### src/rtl/excl_mon_pkg.sv
package excl_mon_pkg;

  typedef enum logic [1:0] {
    ACC_LOAD  = 2'b00,
    ACC_STORE = 2'b01,
    ACC_LDX   = 2'b10,
    ACC_STX   = 2'b11
  } acc_kind_e;

  typedef enum logic [1:0] {
    SZ_NONE = 2'b00,
    SZ_BYTE = 2'b01,
    SZ_HALF = 2'b10,
    SZ_WORD = 2'b11
  } acc_size_e;

endpackage

### src/rtl/excl_mon_decode.sv
module excl_mon_decode
  import excl_mon_pkg::*;
(
  input  logic       valid,
  input  logic [1:0] kind,
  output logic       is_ld,
  output logic       is_st,
  output logic       is_ldx,
  output logic       is_stx
);
  always_comb begin
    is_ld  = 1'b0;
    is_st  = 1'b0;
    is_ldx = 1'b0;
    is_stx = 1'b0;
    if (valid) begin
      unique case (acc_kind_e'(kind))
        ACC_LOAD:  is_ld  = 1'b1;
        ACC_STORE: is_st  = 1'b1;
        ACC_LDX:   is_ldx = 1'b1;
        ACC_STX:   is_stx = 1'b1;
        default:   ;
      endcase
    end
  end
endmodule

### src/rtl/excl_mon_rsv.sv
module excl_mon_rsv
  import excl_mon_pkg::*;
#(
  parameter int ADDR_W = 32
) (
  input  logic              clk,
  input  logic              rst,
  input  logic              is_ld,
  input  logic              is_st,
  input  logic              is_ldx,
  input  logic              is_stx,
  input  logic [ADDR_W-1:0] addr,
  input  logic [1:0]        size,
  output logic              held,
  output logic [ADDR_W-1:0] tag_addr,
  output logic [1:0]        tag_size,
  output logic              hit
);
  logic drop;

  // Any non-reserving access ends a held reservation.
  assign drop = held & (is_ld | is_st | is_stx);
  assign hit  = held & (addr == tag_addr) & (size == tag_size);

  always_ff @(posedge clk) begin
    if (rst) begin
      held     <= 1'b0;
      tag_addr <= '0;
      tag_size <= SZ_NONE;
    end else if (is_ldx) begin
      held     <= 1'b1;
      tag_addr <= addr;
      tag_size <= size;
    end else if (drop) begin
      held     <= 1'b0;
      tag_addr <= '0;
      tag_size <= SZ_NONE;
    end
  end
endmodule

### src/rtl/excl_mon_verdict.sv
module excl_mon_verdict (
  input  logic clk,
  input  logic rst,
  input  logic is_stx,
  input  logic hit,
  output logic done,
  output logic pass
);
  always_ff @(posedge clk) begin
    if (rst) begin
      done <= 1'b0;
      pass <= 1'b0;
    end else begin
      done <= is_stx;
      pass <= is_stx & hit;
    end
  end
endmodule

### src/rtl/excl_mon.sv
module excl_mon #(
  parameter int ADDR_W = 32
) (
  input  logic              clk,
  input  logic              rst,
  input  logic              acc_valid,
  input  logic [1:0]        acc_kind,
  input  logic [ADDR_W-1:0] acc_addr,
  input  logic [1:0]        acc_size,
  output logic              sx_done,
  output logic              sx_pass
);
  logic              is_ld, is_st, is_ldx, is_stx;
  logic              rsv_held, rsv_hit;
  logic [ADDR_W-1:0] rsv_addr;
  logic [1:0]        rsv_size;

  excl_mon_decode u_dec (
    .valid (acc_valid),
    .kind  (acc_kind),
    .is_ld (is_ld),
    .is_st (is_st),
    .is_ldx(is_ldx),
    .is_stx(is_stx)
  );

  excl_mon_rsv #(.ADDR_W(ADDR_W)) u_rsv (
    .clk     (clk),
    .rst     (rst),
    .is_ld   (is_ld),
    .is_st   (is_st),
    .is_ldx  (is_ldx),
    .is_stx  (is_stx),
    .addr    (acc_addr),
    .size    (acc_size),
    .held    (rsv_held),
    .tag_addr(rsv_addr),
    .tag_size(rsv_size),
    .hit     (rsv_hit)
  );

  excl_mon_verdict u_vrd (
    .clk   (clk),
    .rst   (rst),
    .is_stx(is_stx),
    .hit   (rsv_hit),
    .done  (sx_done),
    .pass  (sx_pass)
  );
endmodule

### config.mk
export PLATFORM = sky130hd
export DESIGN_NAME = excl_mon
export DESIGN_NICKNAME = d
export VERILOG_FILES = /design/src/rtl/excl_mon_pkg.sv /design/src/rtl/excl_mon_decode.sv /design/src/rtl/excl_mon_rsv.sv /design/src/rtl/excl_mon_verdict.sv /design/src/rtl/excl_mon.sv
export SDC_FILE = /design/constraint.sdc
export NUM_CORES = 1
export LEC_CHECK = 0
export BUFFER_PORTS_ARGS = -buffer_cell sky130_fd_sc_hd__buf_2
export CORE_MARGIN = 4
export CORE_UTILIZATION = 30
export DETAILED_ROUTE_END_ITERATION = 16
export GPL_ROUTABILITY_DRIVEN = 0
export SYNTH_ARGS = -nofsm -noshare
export SYNTH_HDL_FRONTEND = slang
export SYNTH_SLANG_ARGS = --single-unit
### constraint.sdc
create_clock -name clk -period 1.32 [get_ports clk]
set_input_delay 0.198 -clock clk [delete_from_list [all_inputs] [get_ports clk]]
set_output_delay 0.198 -clock clk [all_outputs]
set_load 0.05 [all_outputs]
# Word level (Yosys, flattened, before mapping)
# Index checks and enable logic that the tools add are counted.
[classes]
reduce_logical = 2
n_eq_ne = 5
bitwise_logic = 6
n_mux = 14
[ops]
columns = ["cell", "n"]
rows = [
  ["32-bit 2-to-1 mux", 2],
  ["32-bit == test", 1],
  ["1-bit 2-to-1 mux", 10],
  ["1-bit bitwise AND", 4],
  ["2-bit == test (second input constant)", 2],
  ["2-bit 2-to-1 mux", 2],
  ["2-bit by 1-bit == test with 1-bit output (second input constant)", 1],
  ["2-bit == test", 1],
  ["2-bit logical NOT", 1],
  ["1-bit OR", 2],
  ["2-bit nonzero test", 1],
]
[totals]
word_cells = 32
output_inout_bits = 2
reg_bits = 37

# Depth between registers and ports, before layout
[depth]
ltp_word = 8
depth_mapped = 6

# By module
# A second synthesis with hierarchy kept.
[hier_totals]
cells_unflattened = 175
area_unflattened_um2 = 1709.1
[by_module_without_submodules]
columns = ["module", "n_inst", "seq_area_each_um2", "cells_each", "area_per_inst_um2"]
rows = [
  ["excl_mon_rsv", 1, 700.7, 167, 1616.6],
  ["excl_mon_verdict", 1, 40.0, 4, 55.1],
  ["excl_mon_decode", 1, 0.0, 4, 37.5],
]

# Worst setup path before layout
# Ideal clock, no wire load.
[synth_timing]
path_type = "input to register"
from = "in acc_kind[1]"
to = "reg u_rsv.tag_addr[17]"
arrival_time_ns = 0.989
t_required_ns = 1.255
path_slack_ns = 0.266
path_stages = 6
path_buffers = 2
cell_sequence = "and3b_1 > buf_6 > a21oi_4 > buf_6 > a22oi_1 > nor2_1"
[synth_via]
elab_chain_cells = 7
word_cells_on_any_way = 17
[synth_rtl]
columns = ["element", "line", "source"]
rows = [
  ["from (decl)", "excl_mon.sv:7", "input logic [1:0] acc_kind,"],
  ["2-bit by 1-bit == test with 1-bit output or 2-bit logical NOT (tied branches)", "excl_mon_decode.sv:17", "unique case (acc_kind_e'(kind))"],
  ["1-bit 2-to-1 mux", "excl_mon_decode.sv:17", ""],
  ["1-bit 2-to-1 mux", "excl_mon_decode.sv:16", "if (valid) begin"],
  ["1-bit OR (2 in a row)", "excl_mon_rsv.sv:22", "assign drop = held & (is_ld | is_st | is_stx);"],
  ["1-bit bitwise AND", "excl_mon_rsv.sv:22", ""],
  ["2-bit nonzero test (no line)", "-", ""],
  ["to (signal assigned)", "excl_mon_rsv.sv:32", "tag_addr <= addr;"],
  ["to (decl)", "excl_mon_rsv.sv:15", "output logic [ADDR_W-1:0] tag_addr,"],
]
# Parallel ways exist; a longest one is shown, timed or not.
# A chain may end at the register's enable or synchronous reset.

# Worst setup path in the final report
[layout_timing]
from = "reg u_rsv.tag_addr[21]"
to = "reg u_vrd.pass"
[layout_via]
elab_chain_cells = 4
[layout_rtl]
columns = ["element", "line", "source"]
rows = [
  ["32-bit == test", "excl_mon_rsv.sv:23", "assign hit = held & (addr == tag_addr) & (size == tag_size);"],
  ["1-bit bitwise AND (2 in a row)", "excl_mon_rsv.sv:23", ""],
  ["1-bit bitwise AND", "excl_mon_verdict.sv:15", "pass <= is_stx & hit;"],
  ["to (signal assigned)", "excl_mon_verdict.sv:15", ""],
  ["to (decl)", "excl_mon_verdict.sv:7", "output logic pass"],
]
# No other way between the ends.

==> results.py <==
metrics = {
    "floorplan": {
        "ios": 41,
        "num_rows": 26,
        "initial_core_util_pct": 31.6,
        "coreArea_um2": 5200,
        "dieArea_um2": 6730,
        "die_w_um": 82.0,
        "die_h_um": 82.0,
    },
    "routing": {
        "vias": 1334,
        "post_drt_wl_per_cell_um": 13.6,
        "dr.pass1.iters": 4,
        "drt-total-wl_um": 3870,
        "drcViolationCount": 0,
        "ant_nets": 0,
        "viasPerCell": 4.70,
        "first_iter_violations": 117,
    },
    "global_routing": {
        "grt_pass1_vias": 1223,
        "groute.usage.overall_pct": 11.8,
        "grt_overflow": 0,
        "grt_pass1_wl_um": 5920,
        "grt_antenna_before_repair": 0,
        "grt_max_degree": 36,
    },
    "power": {
        "ir_drop_mv": 0.392,
        "leakage_nw": 0.737,
        "power_w": 0.00223,
        "p_per_area_nw_per_um2": 1110,
    },
    "cells_and_area": {
        "final_core_util_pct": 38.8,
        "synthToLayoutAreaGrowth_pct": 22.7,
        "nets": 252,
        "diodes": 0,
        "drive_gt1_share_pct": 27.1,
    },
    "synth": {
        "avgSynthCellArea_um2": 9.73,
        "synth_cell_types": 18,
        "syn_inst": 169,
        "netlist_area_um2": 1640,
        "ys_seq_area_share_pct": 45.1,
        "yosysWarnings": 0,
        "syn_nets": 208,
        "ys_seq_elements": 37,
    },
    "timing": {
        "setup_viol": 0,
        "timing.fmax_ghz": 0.822,
        "hold_viol_final": 0,
        "post-route-period-util_pct": 92.2,
        "slew_headroom_pct": 65.4,
        "slew_violations": 0,
        "rsz0062_at_grt": "false",
        "period_needed_ns": 1.22,
        "clock_skew_ns": 0.00400,
        "worst_pin_slew_ns": 0.517,
    },
    "run_status": {
        "status": "complete, no violations",
    },
    "clocking": {
        "cts.sinks": 37,
        "cts-root-buf": "clkbuf_8",
        "clock_path_buffers": 2,
        "path_clk_slew_ns": 0.07,
        "clk-insertion-delay-late_ns": 0.28,
        "htree_levels": 2,
        "cts_buffers": 5,
        "cts_tree": "built",
    },
    "flow_run": {
        "maxCapViolCount": 0,
    },
    "placement": {
        "port_buffers": 40,
        "dpl.hpwl_um": 2440,
    },
    "setup_path": {
        "critPathKind": "reg2reg",
        "regToRegSetupSlack_ns": 0.10,
        "endpoint_kind": "flip-flop",
        "crit_path_end": "u_vrd.pass$_SDFF_PP0_",
        "reg2reg_to": "u_vrd.pass$_SDFF_PP0_",
        "cp-start-kind": "flip-flop",
        "worstRegToRegCells": 4,
        "crit_arrival_ns": 1.44,
        "worstPathRequired_ns": 1.55,
        "path_max_fanout": 2,
        "cp-startpoint": "u_rsv.tag_addr[21]$_SDFFE_PP0P_",
        "r2r_start": "u_rsv.tag_addr[21]$_SDFFE_PP0P_",
    },
    "hold_path": {
        "hp-class": "in2reg",
    },
}
[cell usage after synthesis]
| cell type | instances | area (um2) |
|---|---|---|
| inv_1 | 1 | 3.75 |
| buf_2 | 4 | 20.0 |
| nor4_1 | 1 | 6.26 |
| a21oi_1 | 1 | 5.00 |
| and3b_1 | 1 | 8.76 |
| and4b_1 | 1 | 10.0 |
| dfxtp_1 | 37 | 741 |
| buf_6 | 4 | 45.0 |
| and4_1 | 1 | 8.76 |
| nor2_1 | 36 | 135 |
| a22oi_1 | 30 | 225 |
| a22oi_2 | 4 | 50.1 |
| a21oi_4 | 1 | 16.3 |
| nand4_1 | 8 | 50.1 |
| clkbuf_1 | 3 | 11.3 |
| nor3_1 | 1 | 5.00 |
| xnor2_1 | 34 | 298 |
| nand3_1 | 1 | 5.00 |
[per-stage QoR]
step                instances  TNS (ns)  cell area (um2)  hold slack, ns  worst slack [ns]
detailed placement        272     -9.87             1890           0.482            -0.321
floorplan                 169         0             1640           0.349             0.266
CTS                       281         0             1980           0.185             0.108
global placement          272     -9.20             1890           0.474            -0.287
finish                    284         0             2020           0.189             0.103
global route              284         0             2020           0.188            0.0156
[per-layer routing]
layer  up-vias  global-route usage [%]  routed length (um)
met1       612                    15.8                1920
met5         -                       0                   0
met2        33                    17.3                1660
met3         6                    4.06                 244
li1        683                       -                   -
met4         0                    4.49                  53
[area by class of cell]
class	instances	area [um2]
repair buffers	47	265
fillers	537	3190
flip-flops and latches	37	741
inverters	1	3.75
well taps	70	87.6
multi-input cells	121	840
clock buffers	8	80.1
[cells by family after synthesis]
kind of cell	after synthesis	synth area share, %
AO/OA/AOI/OAI	36	18.0
flip-flops	37	45.1
AND/OR/NAND/NOR	50	13.9
buffers and inverters	12	4.87
XOR/XNOR	34	18.1
[layout by cell type (no fill, tap or decap)]
master and count:
nor2_1 36, dfxtp_1 37, clkbuf_1 3, buf_12 1
inv_1 1, xnor2_1 34, a22oi_2 4, and4b_1 1
a22oi_1 30, clkbuf_8 5, nand3_1 1, a21oi_1 1
and4_1 1, nor3_1 1, buf_2 40, nand4_1 8
buf_4 6, and3b_1 1, nor4_1 1, a21oi_4 2
[sequential cells by signal, indices dropped and copies added, names as in the netlist]
signal          flops
u_rsv.tag_size      2
u_vrd.done          1
u_vrd.pass          1
u_rsv.held          1
u_rsv.tag_addr     32
[power by group]
part           leakage, nW  switching, W  internal [W]
combinational        0.397      0.000156      0.000157
clock               0.0395      0.000368      0.000375
sequential           0.301     0.0000254       0.00115
total                0.737      0.000549       0.00168
[worst max-delay path: stages, from the launching register on]
cell,delay [ns]
dfxtp_1,0.33
xnor2_1,0.18
nand4_1,0.14
nor4_1,0.29
and4_1,0.23
[what timing repair did]
action	in CTS	in global routing
hold endpoints to repair	0	0
setup buffers	0	3
pin swaps	1	1
endpoints found under the setup margin	34	2
resized for setup	1	0
hold buffers	0	0
cloned	1	0
[worst min path at each step]
| stage | slack [ns] | startpoint | endpoint | cells past startpoint |
|---|---|---|---|---|
| 4_1_cts | 0.18 | acc_addr[13] | u_rsv.tag_addr[13]$_SDFFE_PP0P_ | 3 |
| 2_1_floorplan | 0.35 | acc_addr[21] | u_rsv.tag_addr[21]$_SDFFE_PP0P_ | 2 |
| 3_3_place_gp | 0.47 | acc_addr[25] | u_rsv.tag_addr[25]$_SDFFE_PP0P_ | 3 |
| 6_report | 0.19 | acc_addr[17] | u_rsv.tag_addr[17]$_SDFFE_PP0P_ | 3 |
| 3_5_place_dp | 0.48 | acc_addr[17] | u_rsv.tag_addr[17]$_SDFFE_PP0P_ | 3 |
| 5_1_grt | 0.19 | acc_addr[7] | u_rsv.tag_addr[7]$_SDFFE_PP0P_ | 3 |
(Power assumes the default switching activity.)
